--- config.mk ---
export PLATFORM = sky130hd
export DESIGN_NAME = spi_seq_ctrl
export DESIGN_NICKNAME = d
export VERILOG_FILES = /design/src/rtl/spi_seq_pkg.sv /design/src/rtl/spi_seq_cfg.sv /design/src/rtl/spi_seq_shifter.sv /design/src/rtl/spi_seq_ctrl.sv
export SDC_FILE = /design/constraint.sdc
export NUM_CORES = 2
export LEC_CHECK = 0
export BUFFER_PORTS_ARGS = -buffer_cell sky130_fd_sc_hd__buf_2
export CORE_MARGIN = 5
export CORE_UTILIZATION = 40
export DETAILED_ROUTE_END_ITERATION = 10
export MAX_ROUTING_LAYER = met4
export PLACE_DENSITY = 0.54
export SLEW_MARGIN = 20
export SYNTH_ARGS = -nofsm -noshare
export SYNTH_HDL_FRONTEND = slang
export SYNTH_SLANG_ARGS = --single-unit
--- constraint.sdc ---
create_clock -name clk -period 4.6 [get_ports clk]
set_clock_uncertainty 0.15 [all_clocks]
set_input_delay 0.23 -clock clk [delete_from_list [all_inputs] [get_ports clk]]
set_output_delay 0.23 -clock clk [all_outputs]
set_load 0.05 [all_outputs]
--- src/rtl/spi_seq_pkg.sv ---
// Shared definitions for the SPI command sequencer: register map,
// status/control bit positions, entry type encoding and sequencer states.
package spi_seq_pkg;

    typedef enum logic [1:0] {
        TY_RD      = 2'b00,
        TY_WR      = 2'b01,
        TY_RD_ADDR = 2'b10,
        TY_WR_ADDR = 2'b11
    } op_type_e;

    typedef enum logic [1:0] {
        SQ_IDLE,
        SQ_SHIFT,
        SQ_GAP
    } seq_state_e;

    localparam logic [7:0] A_STATUS  = 8'h00;
    localparam logic [7:0] A_CTRL    = 8'h01;
    localparam logic [7:0] A_ADDR_LO = 8'h02;
    localparam logic [7:0] A_ADDR_HI = 8'h03;
    localparam logic [7:0] A_PREFIX  = 8'h04;
    localparam logic [7:0] A_TYPES   = 8'h05;
    localparam logic [7:0] A_MENU    = 8'h08;
    localparam logic [7:0] A_DATA    = 8'h40;

    localparam int ST_BUSY  = 0;
    localparam int ST_DONE  = 1;
    localparam int ST_BLOCK = 2;
    localparam int ST_LOCK  = 15;

    localparam int C_GO   = 1;
    localparam int C_ATOM = 2;
    localparam int C_PSEL = 3;
    localparam int C_DATA = 14;

endpackage

--- src/rtl/spi_seq_cfg.sv ---
// Configuration bank: opcode table, per-entry types, prefix pair and the
// sticky lock. Assumes the table has 8 entries so the types fit 16 bits.
module spi_seq_cfg
    import spi_seq_pkg::*;
#(
    parameter int MENU_N = 8
) (
    input  logic                clk,
    input  logic                rst_n,
    input  logic                wr_en,
    input  logic [7:0]          wr_addr,
    input  logic [15:0]         wr_data,
    input  logic                lock_set,
    output logic [MENU_N*8-1:0] menu_flat,
    output logic [2*MENU_N-1:0] types,
    output logic [15:0]         prefixes,
    output logic                lock
);

    logic [7:0] menu_q [MENU_N];

    // Holds the table, types and prefixes; writes are dropped once locked.
    always_ff @(posedge clk) begin
        if (!rst_n) begin
            lock     <= 1'b0;
            types    <= '0;
            prefixes <= '0;
            for (int i = 0; i < MENU_N; i++) menu_q[i] <= '0;
        end else begin
            if (lock_set) lock <= 1'b1;
            if (wr_en && !lock) begin
                if (wr_addr == A_TYPES)  types    <= wr_data[2*MENU_N-1:0];
                if (wr_addr == A_PREFIX) prefixes <= wr_data;
                for (int i = 0; i < MENU_N; i++)
                    if (wr_addr == A_MENU + 8'(i)) menu_q[i] <= wr_data[7:0];
            end
        end
    end

    for (genvar g = 0; g < MENU_N; g++) begin : g_flat
        assign menu_flat[g*8 +: 8] = menu_q[g];
    end

endmodule

--- src/rtl/spi_seq_shifter.sv ---
// Mode-0 byte shifter: sends one byte MSB first and captures one byte.
// A start in the same clock as done chains the next byte with no gap.
// Assumes HALF >= 1 system clocks per SCK phase.
module spi_seq_shifter #(
    parameter int HALF = 2
) (
    input  logic       clk,
    input  logic       rst_n,
    input  logic       start,
    input  logic [7:0] tx_byte,
    input  logic       miso,
    output logic       sck,
    output logic       mosi,
    output logic [7:0] rx_byte,
    output logic       done
);

    localparam int HC_W = (HALF > 1) ? $clog2(HALF) : 1;

    logic            active;
    logic [7:0]      tx_sh;
    logic [2:0]      bit_cnt;
    logic [HC_W-1:0] hcnt;
    logic            tick;

    assign tick = active && (hcnt == HC_W'(HALF - 1));
    assign done = tick && sck && (bit_cnt == 3'd7);
    assign mosi = tx_sh[7];

    // Times SCK phases, shifts MOSI on falling edges, samples MISO on rising.
    always_ff @(posedge clk) begin
        if (!rst_n) begin
            active  <= 1'b0;
            sck     <= 1'b0;
            tx_sh   <= '0;
            rx_byte <= '0;
            bit_cnt <= '0;
            hcnt    <= '0;
        end else if (start) begin
            active  <= 1'b1;
            sck     <= 1'b0;
            tx_sh   <= tx_byte;
            bit_cnt <= '0;
            hcnt    <= '0;
        end else if (active) begin
            if (tick) begin
                hcnt <= '0;
                if (!sck) begin
                    sck     <= 1'b1;
                    rx_byte <= {rx_byte[6:0], miso};
                end else begin
                    sck <= 1'b0;
                    if (bit_cnt == 3'd7) begin
                        active <= 1'b0;
                    end else begin
                        bit_cnt <= bit_cnt + 3'd1;
                        tx_sh   <= {tx_sh[6:0], 1'b0};
                    end
                end
            end else begin
                hcnt <= hcnt + HC_W'(1);
            end
        end
    end

endmodule

--- src/rtl/spi_seq_ctrl.sv ---
// SPI flash command sequencer top: register window, 64-byte data buffer,
// frame sequencer (optional prefix frame, opcode, address, data) and a
// byte shifter. Assumes CLK_DIV is even and software does not rewrite the
// table while a cycle runs.
module spi_seq_ctrl
    import spi_seq_pkg::*;
#(
    parameter int CLK_DIV = 4,
    parameter int GAP_SCK = 1
) (
    input  logic        clk,
    input  logic        rst_n,
    input  logic        wr_en,
    input  logic [7:0]  wr_addr,
    input  logic [15:0] wr_data,
    input  logic [7:0]  rd_addr,
    output logic [15:0] rd_data,
    output logic        spi_cs_n,
    output logic        spi_sck,
    output logic        spi_mosi,
    input  logic        spi_miso
);

    localparam int MENU_N   = 8;
    localparam int BUF_N    = 64;
    localparam int HALF     = CLK_DIV / 2;
    localparam int GAP_CLKS = CLK_DIV * GAP_SCK;
    localparam int GAP_W    = $clog2(GAP_CLKS + 1);
    localparam int K_W      = 7;

    logic [MENU_N*8-1:0] menu_flat;
    logic [2*MENU_N-1:0] types;
    logic [15:0]         prefixes;
    logic                cfg_lock;

    seq_state_e  state_q;
    logic        busy_q, done_q, blocked_q, cs_n_q, in_pre;
    logic [15:0] ctrl_q;
    logic [23:0] addr_q;
    logic [K_W-1:0]   k_q;
    logic [GAP_W-1:0] gap_q;
    logic [7:0]  buf_q [BUF_N];

    logic [2:0]  sel_idx, cur_idx;
    logic [7:0]  sel_op, cur_op, launch_byte, main_byte, rx_byte;
    logic        sel_zero, go_req, launch, has_addr, is_wr;
    logic [1:0]  cur_type;
    logic [K_W-1:0] hdr, nbytes, last_k, nk;
    logic        sh_start, sh_done, sh_sck, sh_mosi;
    logic        gap_end, rx_store;

    spi_seq_cfg #(.MENU_N(MENU_N)) u_cfg (
        .clk(clk), .rst_n(rst_n), .wr_en(wr_en), .wr_addr(wr_addr),
        .wr_data(wr_data),
        .lock_set(wr_en && wr_addr == A_STATUS && wr_data[ST_LOCK]),
        .menu_flat(menu_flat), .types(types), .prefixes(prefixes),
        .lock(cfg_lock)
    );

    spi_seq_shifter #(.HALF(HALF)) u_shift (
        .clk(clk), .rst_n(rst_n), .start(sh_start), .tx_byte(launch ? launch_byte : main_byte),
        .miso(spi_miso), .sck(sh_sck), .mosi(sh_mosi), .rx_byte(rx_byte),
        .done(sh_done)
    );

    // Decodes the start request and the fields of the running command.
    always_comb begin
        sel_idx     = wr_data[6:4];
        sel_op      = menu_flat[{sel_idx, 3'b000} +: 8];
        sel_zero    = (sel_op == 8'h00);
        go_req      = wr_en && (wr_addr == A_CTRL) && wr_data[C_GO] && !busy_q;
        launch      = go_req && !sel_zero;
        launch_byte = !wr_data[C_ATOM] ? sel_op :
                      (wr_data[C_PSEL] ? prefixes[15:8] : prefixes[7:0]);
        cur_idx     = ctrl_q[6:4];
        cur_op      = menu_flat[{cur_idx, 3'b000} +: 8];
        cur_type    = types[{cur_idx, 1'b0} +: 2];
        has_addr    = cur_type[1];
        is_wr       = cur_type[0];
        hdr         = has_addr ? K_W'(4) : K_W'(1);
        nbytes      = ctrl_q[C_DATA] ? ({1'b0, ctrl_q[13:8]} + K_W'(1)) : '0;
        last_k      = in_pre ? '0 : (hdr + nbytes - K_W'(1));
        gap_end     = (state_q == SQ_GAP) && (gap_q == GAP_W'(GAP_CLKS - 1));
        nk          = (state_q == SQ_GAP) ? '0 : (k_q + K_W'(1));
        sh_start    = launch || (state_q == SQ_SHIFT && sh_done && k_q != last_k)
                      || (gap_end && in_pre);
        rx_store    = (state_q == SQ_SHIFT) && sh_done && !in_pre && !is_wr && (k_q >= hdr);
    end

    // Picks the main-frame byte at position nk: opcode, address, then data.
    always_comb begin
        if (nk == '0)                  main_byte = cur_op;
        else if (has_addr && nk == 1)  main_byte = addr_q[23:16];
        else if (has_addr && nk == 2)  main_byte = addr_q[15:8];
        else if (has_addr && nk == 3)  main_byte = addr_q[7:0];
        else if (is_wr)                main_byte = buf_q[6'(nk - hdr)];
        else                           main_byte = 8'h00;
    end

    // Sequences frames and keeps status, control and address registers.
    always_ff @(posedge clk) begin
        if (!rst_n) begin
            state_q   <= SQ_IDLE;
            busy_q    <= 1'b0;
            done_q    <= 1'b0;
            blocked_q <= 1'b0;
            cs_n_q    <= 1'b1;
            in_pre    <= 1'b0;
            ctrl_q    <= '0;
            addr_q    <= '0;
            k_q       <= '0;
            gap_q     <= '0;
        end else begin
            if (wr_en && wr_addr == A_STATUS) begin
                if (wr_data[ST_DONE])  done_q    <= 1'b0;
                if (wr_data[ST_BLOCK]) blocked_q <= 1'b0;
            end
            if (wr_en && !busy_q) begin
                if (wr_addr == A_ADDR_LO) addr_q[15:0]  <= wr_data;
                if (wr_addr == A_ADDR_HI) addr_q[23:16] <= wr_data[7:0];
                if (wr_addr == A_CTRL)    ctrl_q <= wr_data & ~(16'd1 << C_GO);
            end
            if (go_req) begin
                if (sel_zero) begin
                    blocked_q <= 1'b1;
                end else begin
                    busy_q  <= 1'b1;
                    in_pre  <= wr_data[C_ATOM];
                    k_q     <= '0;
                    cs_n_q  <= 1'b0;
                    state_q <= SQ_SHIFT;
                end
            end
            case (state_q)
                SQ_SHIFT: if (sh_done) begin
                    if (k_q == last_k) begin
                        cs_n_q  <= 1'b1;
                        gap_q   <= '0;
                        state_q <= SQ_GAP;
                    end else begin
                        k_q <= k_q + K_W'(1);
                    end
                end
                SQ_GAP: if (gap_end) begin
                    if (in_pre) begin
                        in_pre  <= 1'b0;
                        k_q     <= '0;
                        cs_n_q  <= 1'b0;
                        state_q <= SQ_SHIFT;
                    end else begin
                        busy_q  <= 1'b0;
                        done_q  <= 1'b1;
                        state_q <= SQ_IDLE;
                    end
                end else begin
                    gap_q <= gap_q + GAP_W'(1);
                end
                default: ;
            endcase
        end
    end

    // Data buffer: received bytes take priority over bus writes.
    always_ff @(posedge clk) begin
        if (!rst_n) begin
            for (int i = 0; i < BUF_N; i++) buf_q[i] <= '0;
        end else if (rx_store) begin
            buf_q[6'(k_q - hdr)] <= rx_byte;
        end else if (wr_en && wr_addr[7:6] == A_DATA[7:6]) begin
            buf_q[wr_addr[5:0]] <= wr_data[7:0];
        end
    end

    // Register read mux.
    always_comb begin
        rd_data = '0;
        if (rd_addr[7:6] == A_DATA[7:6])       rd_data = {8'h00, buf_q[rd_addr[5:0]]};
        else if (rd_addr[7:3] == A_MENU[7:3])  rd_data = {8'h00, menu_flat[{rd_addr[2:0], 3'b000} +: 8]};
        else begin
            case (rd_addr)
                A_STATUS:  rd_data = {cfg_lock, 12'h000, blocked_q, done_q, busy_q};
                A_CTRL:    rd_data = ctrl_q;
                A_ADDR_LO: rd_data = addr_q[15:0];
                A_ADDR_HI: rd_data = {8'h00, addr_q[23:16]};
                A_PREFIX:  rd_data = prefixes;
                A_TYPES:   rd_data = types;
                default:   rd_data = '0;
            endcase
        end
    end

    assign spi_cs_n = cs_n_q;
    assign spi_sck  = sh_sck;
    assign spi_mosi = sh_mosi;

endmodule

== After elaboration in Yosys (flattened, before gate mapping) ==
Memories as Yosys holds them, arrays and structs flattened.
Index checks and enable logic that the tools add are counted.
Word-level totals
  bits in registers: 111
  RAM bits: 576
  input bits: 36
  output and inout port bits: 19
  logic and storage cells: 257
  memories: 2
Memory list
  buf_q: depth 64, bits a word 8, read ports 2, clocked after Yosys merged registers in 0, write ports 64, RTL line spi_seq_ctrl.sv:42  | logic [7:0] buf_q [BUF_N];
  u_cfg.menu_q: depth 8, bits a word 8, read ports 8, clocked after Yosys merged registers in 0, write ports 8, RTL line spi_seq_cfg.sv:20  | logic [7:0] menu_q [MENU_N];
Cells by class
  $add $sub $neg: 9
  $lt $le $gt $ge: 1
  eq/ne operators: 34
  shift-type cells: 4
  multiplexer cells: 125
  bitwise operators: 12
  reduce and logical (&&, ||, !) cells: 50
Operators by type and width (number)
  $shiftx A64 B7 Y8: 3
  $mux W8: 23
  $pmux W16 S6: 1
  $mux W1: 75
  $eq A8 B4 Y1 const B: 8
  $mux W7: 9
  $eq A8 B2 Y1 const B: 4
  $eq A8 B3 Y1 const B: 4
  $mux W16: 2
  $logic_not A8 Y1: 3
  $logic_and A1 B1 Y1: 22
  $eq A8 B1 Y1 const B: 2
  $reduce_and A4 Y1: 4
  $reduce_or A8 Y1: 2
  $shiftx A16 B5 Y2: 1
  $eq A7 B2 Y1 const B: 2
  $pmux W7 S2: 1
  $mux W3: 4
  $mux W6: 2
  $reduce_and A2 Y1: 6
  $sub A6 B3 Y6: 2
  $mux W2: 5
  $or A1 B1 Y1: 8
  $reduce_bool A2 Y1: 4
  25 further kinds: 38

== Longest topological paths before layout ==
  word-level depth: 13
  mapped depth: 19
  depth with buffers taken out: 17

== Modules after synthesis ==
Synthesis repeated with hierarchy kept, for this count alone.
Second synthesis, totals
  cell total of the unflattened synthesis: 2886
  area total of the unflattened synthesis: 37558.5 µm²
By module, submodules not included
  spi_seq_ctrl: times used 1, cells each 2516, area an instance 33040.4 µm², sequential area each 16495.8 µm²
  spi_seq_cfg: times used 1, cells each 283, area an instance 3616.0 µm², sequential area each 2582.5 µm²
  spi_seq_shifter: times used 1, cells each 87, area an instance 902.1 µm², sequential area each 440.4 µm²

== Worst setup path before layout ==
No wires, ideal clock.
  kind: reg-to-reg
  from: reg ctrl_q[5]
  to: reg u_shift.tx_sh[4]
  library setup time: 0.117 ns
  arrival time: 4.618 ns
  data required time: 4.333 ns
  slack: -0.285 ns
  cell stages (with the launch flop): 20
  path buffers: 2
  clock period less this slack: 4.885 ns
  cell sequence: dfxtp_1 buf_2 mux4_2 mux2i_1 inv_1 ha_1 inv_1 ha_1 inv_1 fa_1 nand2b_1 a21oi_1 xnor2_1 nor2_1 or4b_2 a311oi_2 clkbuf_1 o21a_1 a21oi_1 a32o_1
On the way
  cells in the longest elaborated chain, start to end: 11
  elaborated cells between the ends (all ways): 27
  classes of those cells: add/sub (3); eq/ne (2); shift (2); mux (9); reduce/logical (10); memory (1)
Ends and longest elaborated chain
  start: declaration: RTL line spi_seq_ctrl.sv:38  | logic [15:0] ctrl_q;
  start signal: assignment: RTL line spi_seq_ctrl.sv:121  | if (wr_addr == A_CTRL) ctrl_q <= wr_data & ~(16'd1 << C_GO);
  $shiftx A16 B5 Y2: RTL line spi_seq_ctrl.sv:77  | cur_type = types[{cur_idx, 1'b0} +: 2];
  $mux W3: RTL line spi_seq_ctrl.sv:80  | hdr = has_addr ? K_W'(4) : K_W'(1);
  $sub A6 B3 Y6 or $add A3 B7 Y7 (tied branches): RTL line spi_seq_ctrl.sv:96, spi_seq_ctrl.sv:82
  $mem_v2 Z64 W8 or $sub A7 B1 Y7 (tied branches)
  $mux W8 or $mux W7 (tied branches): RTL line spi_seq_ctrl.sv:96, spi_seq_ctrl.sv:82
  $mux W8 or $ne A7 B7 Y1 (tied branches): RTL line spi_seq_ctrl.sv:95, spi_seq_ctrl.sv:85
  $mux W8 or $logic_and A1 B1 Y1 (tied branches): RTL line spi_seq_ctrl.sv:94, spi_seq_ctrl.sv:85
  $mux W8 or $logic_or A1 B1 Y1 (tied branches): RTL line spi_seq_ctrl.sv:93, spi_seq_ctrl.sv:85
  $mux W8 or $logic_or A1 B1 Y1 (tied branches): RTL line spi_seq_ctrl.sv:92, spi_seq_ctrl.sv:86
  $mux W8 (tied with other cells): RTL line spi_seq_ctrl.sv:61  | .clk(clk), .rst_n(rst_n), .start(sh_start), .tx_byte(launch ? launch_byte : main_byte),
  $mux W8 or $reduce_and A4 Y1 (tied branches)
  end signal: assignment: RTL line spi_seq_shifter.sv:42  | tx_sh <= tx_byte;
  end signal: assignment: RTL line spi_seq_shifter.sv:57  | tx_sh <= {tx_sh[6:0], 1'b0};
  end: declaration: RTL line spi_seq_shifter.sv:21  | logic [7:0] tx_sh;
Parallel ways exist; a longest one is shown, timed or not.
A chain may end at the register's enable or synchronous reset.

== Final worst setup path ==
  from: reg ctrl_q[5]
  to: reg u_shift.tx_sh[0]
Same word-level chain as after synthesis.

==> reports/results.ini <==
[yosys]
yosys_register_bits=687
post_synth_inst_count=2849
post_synthesis_async_set_or_reset_flop_share_pct=0
most_frequent_cells_after_synthesis=sky130_fd_sc_hd__nor2_1 (616), sky130_fd_sc_hd__edfxtp_1 (576), sky130_fd_sc_hd__mux4_2 (369), sky130_fd_sc_hd__nand2_1 (300), sky130_fd_sc_hd__clkbuf_1 (164)
synth_cell_types=80
number_of_enable_flip_flop_cells_after_synthesis=576
seq_area_frac_synth_pct=52.5
mappedNetlistNets=2907
synth-main-ff-cell=sky130_fd_sc_hd__edfxtp_1
synth.top_cells.by_area=sky130_fd_sc_hd__edfxtp_1 (47%), sky130_fd_sc_hd__mux4_2 (22%), sky130_fd_sc_hd__nor2_1 (6.2%), sky130_fd_sc_hd__dfxtp_1 (6.0%), sky130_fd_sc_hd__nand2_1 (3.0%)
netlist_area_mm2=0.0372
yosys_top_cell_by_area=sky130_fd_sc_hd__edfxtp_1
synth_warnings=0
yosys.area.top_type_share_pct=46.5
syn_avg_cell_area_um2=13.0
yosysMostFrequentCell=sky130_fd_sc_hd__nor2_1

[die]
dieHeight_um=315
placeableCoreArea_mm2=0.0919
chipWidth_um=315
design.portCount=55
fp.dieArea_mm2=0.0991
placementRows=111
initial_core_util_pct=40.4

[clocking]
htree_levels=3
cts.sinks=687
worst_skew_pair.late_latency_ns=0.66
cts_tree=yes
cts_inserted_buffers=79
clkSlewWorstSetupHoldPaths_ns=0.06
root_buffer=sky130_fd_sc_hd__clkbuf_16
clk_path_buf_depth=3

[timing]
finalSetupViolations=1
final.period_utilization_pct=101
fin_crit_ns=4.63
timing_worst_slew_pin_value_ns=1.15
setup_ws_ns=-0.0284
slew-limit-headroom_pct=23.4
fmax_mhz=216
hold_violations=0
drv_slew=0
grt_setup_unrepaired=yes

[pwr]
power.density_cell_area_mw_per_mm2=333
power.share.combinational_pct=8.2
seqPwrFrac_pct=48.1
cellInternalPower_mw=11.2
overall_power_mw=14.6
clock_network_fraction_of_total_power_pct=43.7
net-switching-power_mw=3.44
ir_worst_vdd_mv=0.296
power_switching_share_pct=23.5
cellLeakagePower_nw=15.0

[detailed_routing]
detailedRoute.firstPassIterationCount=6
drt_iter0_drc=3528
remaining_drc_errors=0
wirelength_um=127000
wl_per_cell_um=29.2
routed_via_density=6.13
detailroute.via_count=26600
ant_nets=0

[hold_path]
worst_hold_path.num_cells=3
holdCritPathClass=primary input to register

[final_layout]
design.final.nets=3100
final_util_pct=47.7
drive_gt1_share_pct=28.1
synthesis_to_layout_area_growth_pct=18.1

[grt]
gr-total-overflow=0
grt_pass1_wl_um=185000
grt_start_max_net_pins=196
vias_in_the_first_global_route=26200
overall_fraction_of_global_route_tracks_in_use_pct=26.1
grt_antenna_before_repair=5

[critical_path]
ff2ff_setup_slack_ns=-0.03
crit_required_ns=4.98
worst_ep_arrival_time_ns=5.00
critPathMaxFanout=21
setup.worst_path.start_class=register
ff2ff_path_depth=14
worst-setup-path-type=register to register
kind_of_capture_point_of_the_worst_setup_path=register

[placement]
post-dp-hpwl_um=90600
io_buffers=54
routabilityCongestion=0.954

[run]
maxCapViolCount=0

[status]
outcome=finished, violations left
failed_checks=setup timing

critical path: stages, from the launching register on:
cell	delay, ns
sky130_fd_sc_hd__dfxtp_4	0.36
sky130_fd_sc_hd__mux4_2	0.52
sky130_fd_sc_hd__mux2i_4	0.24
sky130_fd_sc_hd__buf_6	0.19
sky130_fd_sc_hd__ha_4	0.23
sky130_fd_sc_hd__buf_12	0.18
sky130_fd_sc_hd__buf_12	0.22
sky130_fd_sc_hd__mux4_2	0.55
sky130_fd_sc_hd__a2111oi_0	0.75
sky130_fd_sc_hd__a311o_1	0.31
sky130_fd_sc_hd__a2111oi_0	0.15
sky130_fd_sc_hd__a211oi_1	0.31
sky130_fd_sc_hd__buf_4	0.17
sky130_fd_sc_hd__or3_1	0.09
sky130_fd_sc_hd__a21oi_1	0.06
sequential cells by signal, summed over array words and instances (netlist names), 2 cells and up:
signal           flops
addr_q              24
buf_q              512
ctrl_q              15
gap_q                3
k_q                  7
state_q              2
u_cfg.menu_q        64
u_cfg.prefixes      16
u_cfg.types         16
u_shift.bit_cnt      3
u_shift.rx_byte      8
u_shift.tx_sh        8
cell type report:
type                            count  area, µm²
Antenna cell                        3       7.51
Clock buffer                       98       2080
Clock inverter                     43        497
Fill cell                        8168      48000
Inverter                           31        116
Multi-Input combinational cell   1907      16900
Sequential cell                   687      19500
Tap cell                         1243       1560
Timing Repair Buffer              336       3250
power groups by stage:
stage	Combinational, mW	Clock, mW	Sequential [mW]
4_1_cts	1.18	6.49	7.03
3_5_place_dp	1.17	0	7.16
3_3_place_gp	1.16	0	7.15
6_report	1.19	6.39	7.04
5_1_grt	1.23	6.74	7.05
2_1_floorplan	0.688	0	7.10
worst paths after layout:
kind	start	end
worst max-delay path	ctrl_q[5]	u_shift.tx_sh[0]
worst min-delay path	wr_data[4]	addr_q[4]
worst max register to register	ctrl_q[5]	u_shift.tx_sh[0]
worst min register to register	gap_q[2]	gap_q[2]
stage by stage:
step | setup TNS (ns) | setup slack, ns | std cells | hold WS [ns] | instance area [µm²]
floorplan | 0 | 0.0556 | 2849 | 0.222 | 37200
global placement | -1.20 | -0.0810 | 4179 | 0.297 | 41000
detailed placement | -28.15 | -0.234 | 4179 | 0.314 | 41000
CTS | 0 | 0.0123 | 4339 | 0.0225 | 43800
global route | -0.0157 | -0.0157 | 4347 | 0.0742 | 43900
finish | -0.0284 | -0.0284 | 4348 | 0.0499 | 43900
cells by family after synthesis:
family          count (synthesis)  synth area share [%]
compound gates                257                  4.97
mux                           486                  25.7
xor+xnor                       23                 0.542
simple gates                 1118                  12.7
flops                         687                  52.5
buf+inv                       256                  2.80
fa+ha+maj                      22                 0.761
cells in the final DEF, fill, tap and decap left out, types with 11 or more instances in the layout:
master | Yosys | routed
sky130_fd_sc_hd__dlygate4sd3_1 | 0 | 17
sky130_fd_sc_hd__o211ai_1 | 16 | 16
sky130_fd_sc_hd__a211oi_1 | 16 | 16
sky130_fd_sc_hd__o21ai_0 | 33 | 33
sky130_fd_sc_hd__buf_4 | 7 | 200
sky130_fd_sc_hd__nor2b_1 | 70 | 70
sky130_fd_sc_hd__a22oi_1 | 29 | 29
sky130_fd_sc_hd__buf_2 | 23 | 51
sky130_fd_sc_hd__nand2_1 | 300 | 298
sky130_fd_sc_hd__clkbuf_16 | 0 | 80
sky130_fd_sc_hd__a21boi_0 | 34 | 34
sky130_fd_sc_hd__nand3_1 | 30 | 29
sky130_fd_sc_hd__xor2_1 | 15 | 14
sky130_fd_sc_hd__a31oi_1 | 11 | 11
sky130_fd_sc_hd__inv_1 | 31 | 31
sky130_fd_sc_hd__mux2i_1 | 91 | 82
sky130_fd_sc_hd__clkinv_1 | 0 | 13
sky130_fd_sc_hd__edfxtp_1 | 576 | 576
sky130_fd_sc_hd__buf_12 | 1 | 63
sky130_fd_sc_hd__nor2_1 | 616 | 616
sky130_fd_sc_hd__mux4_2 | 369 | 369
sky130_fd_sc_hd__nor3_1 | 17 | 14
sky130_fd_sc_hd__mux2_2 | 22 | 22
sky130_fd_sc_hd__clkbuf_1 | 164 | 17
sky130_fd_sc_hd__a21oi_1 | 39 | 37
sky130_fd_sc_hd__ha_1 | 21 | 19
sky130_fd_sc_hd__dfxtp_1 | 111 | 110
sky130_fd_sc_hd__a221oi_1 | 14 | 14
metal layers:
metal  global-route usage, %  share of wire (%)
met1                    35.5                 41
met2                    40.6                 47
met4                    7.09                3.3
met5                       -                  0
met3                    5.21                9.1
what timing repair did:
action,CTS,global route
gates resized for setup,10,7
cloned,0,1
pin swaps,5,6
buffers inserted,2,5
hold buffers,17,0
hold endpoints to repair,60,0
endpoints found under the setup margin,668,411
No activity file was read; power rests on OpenSTA's default activity.
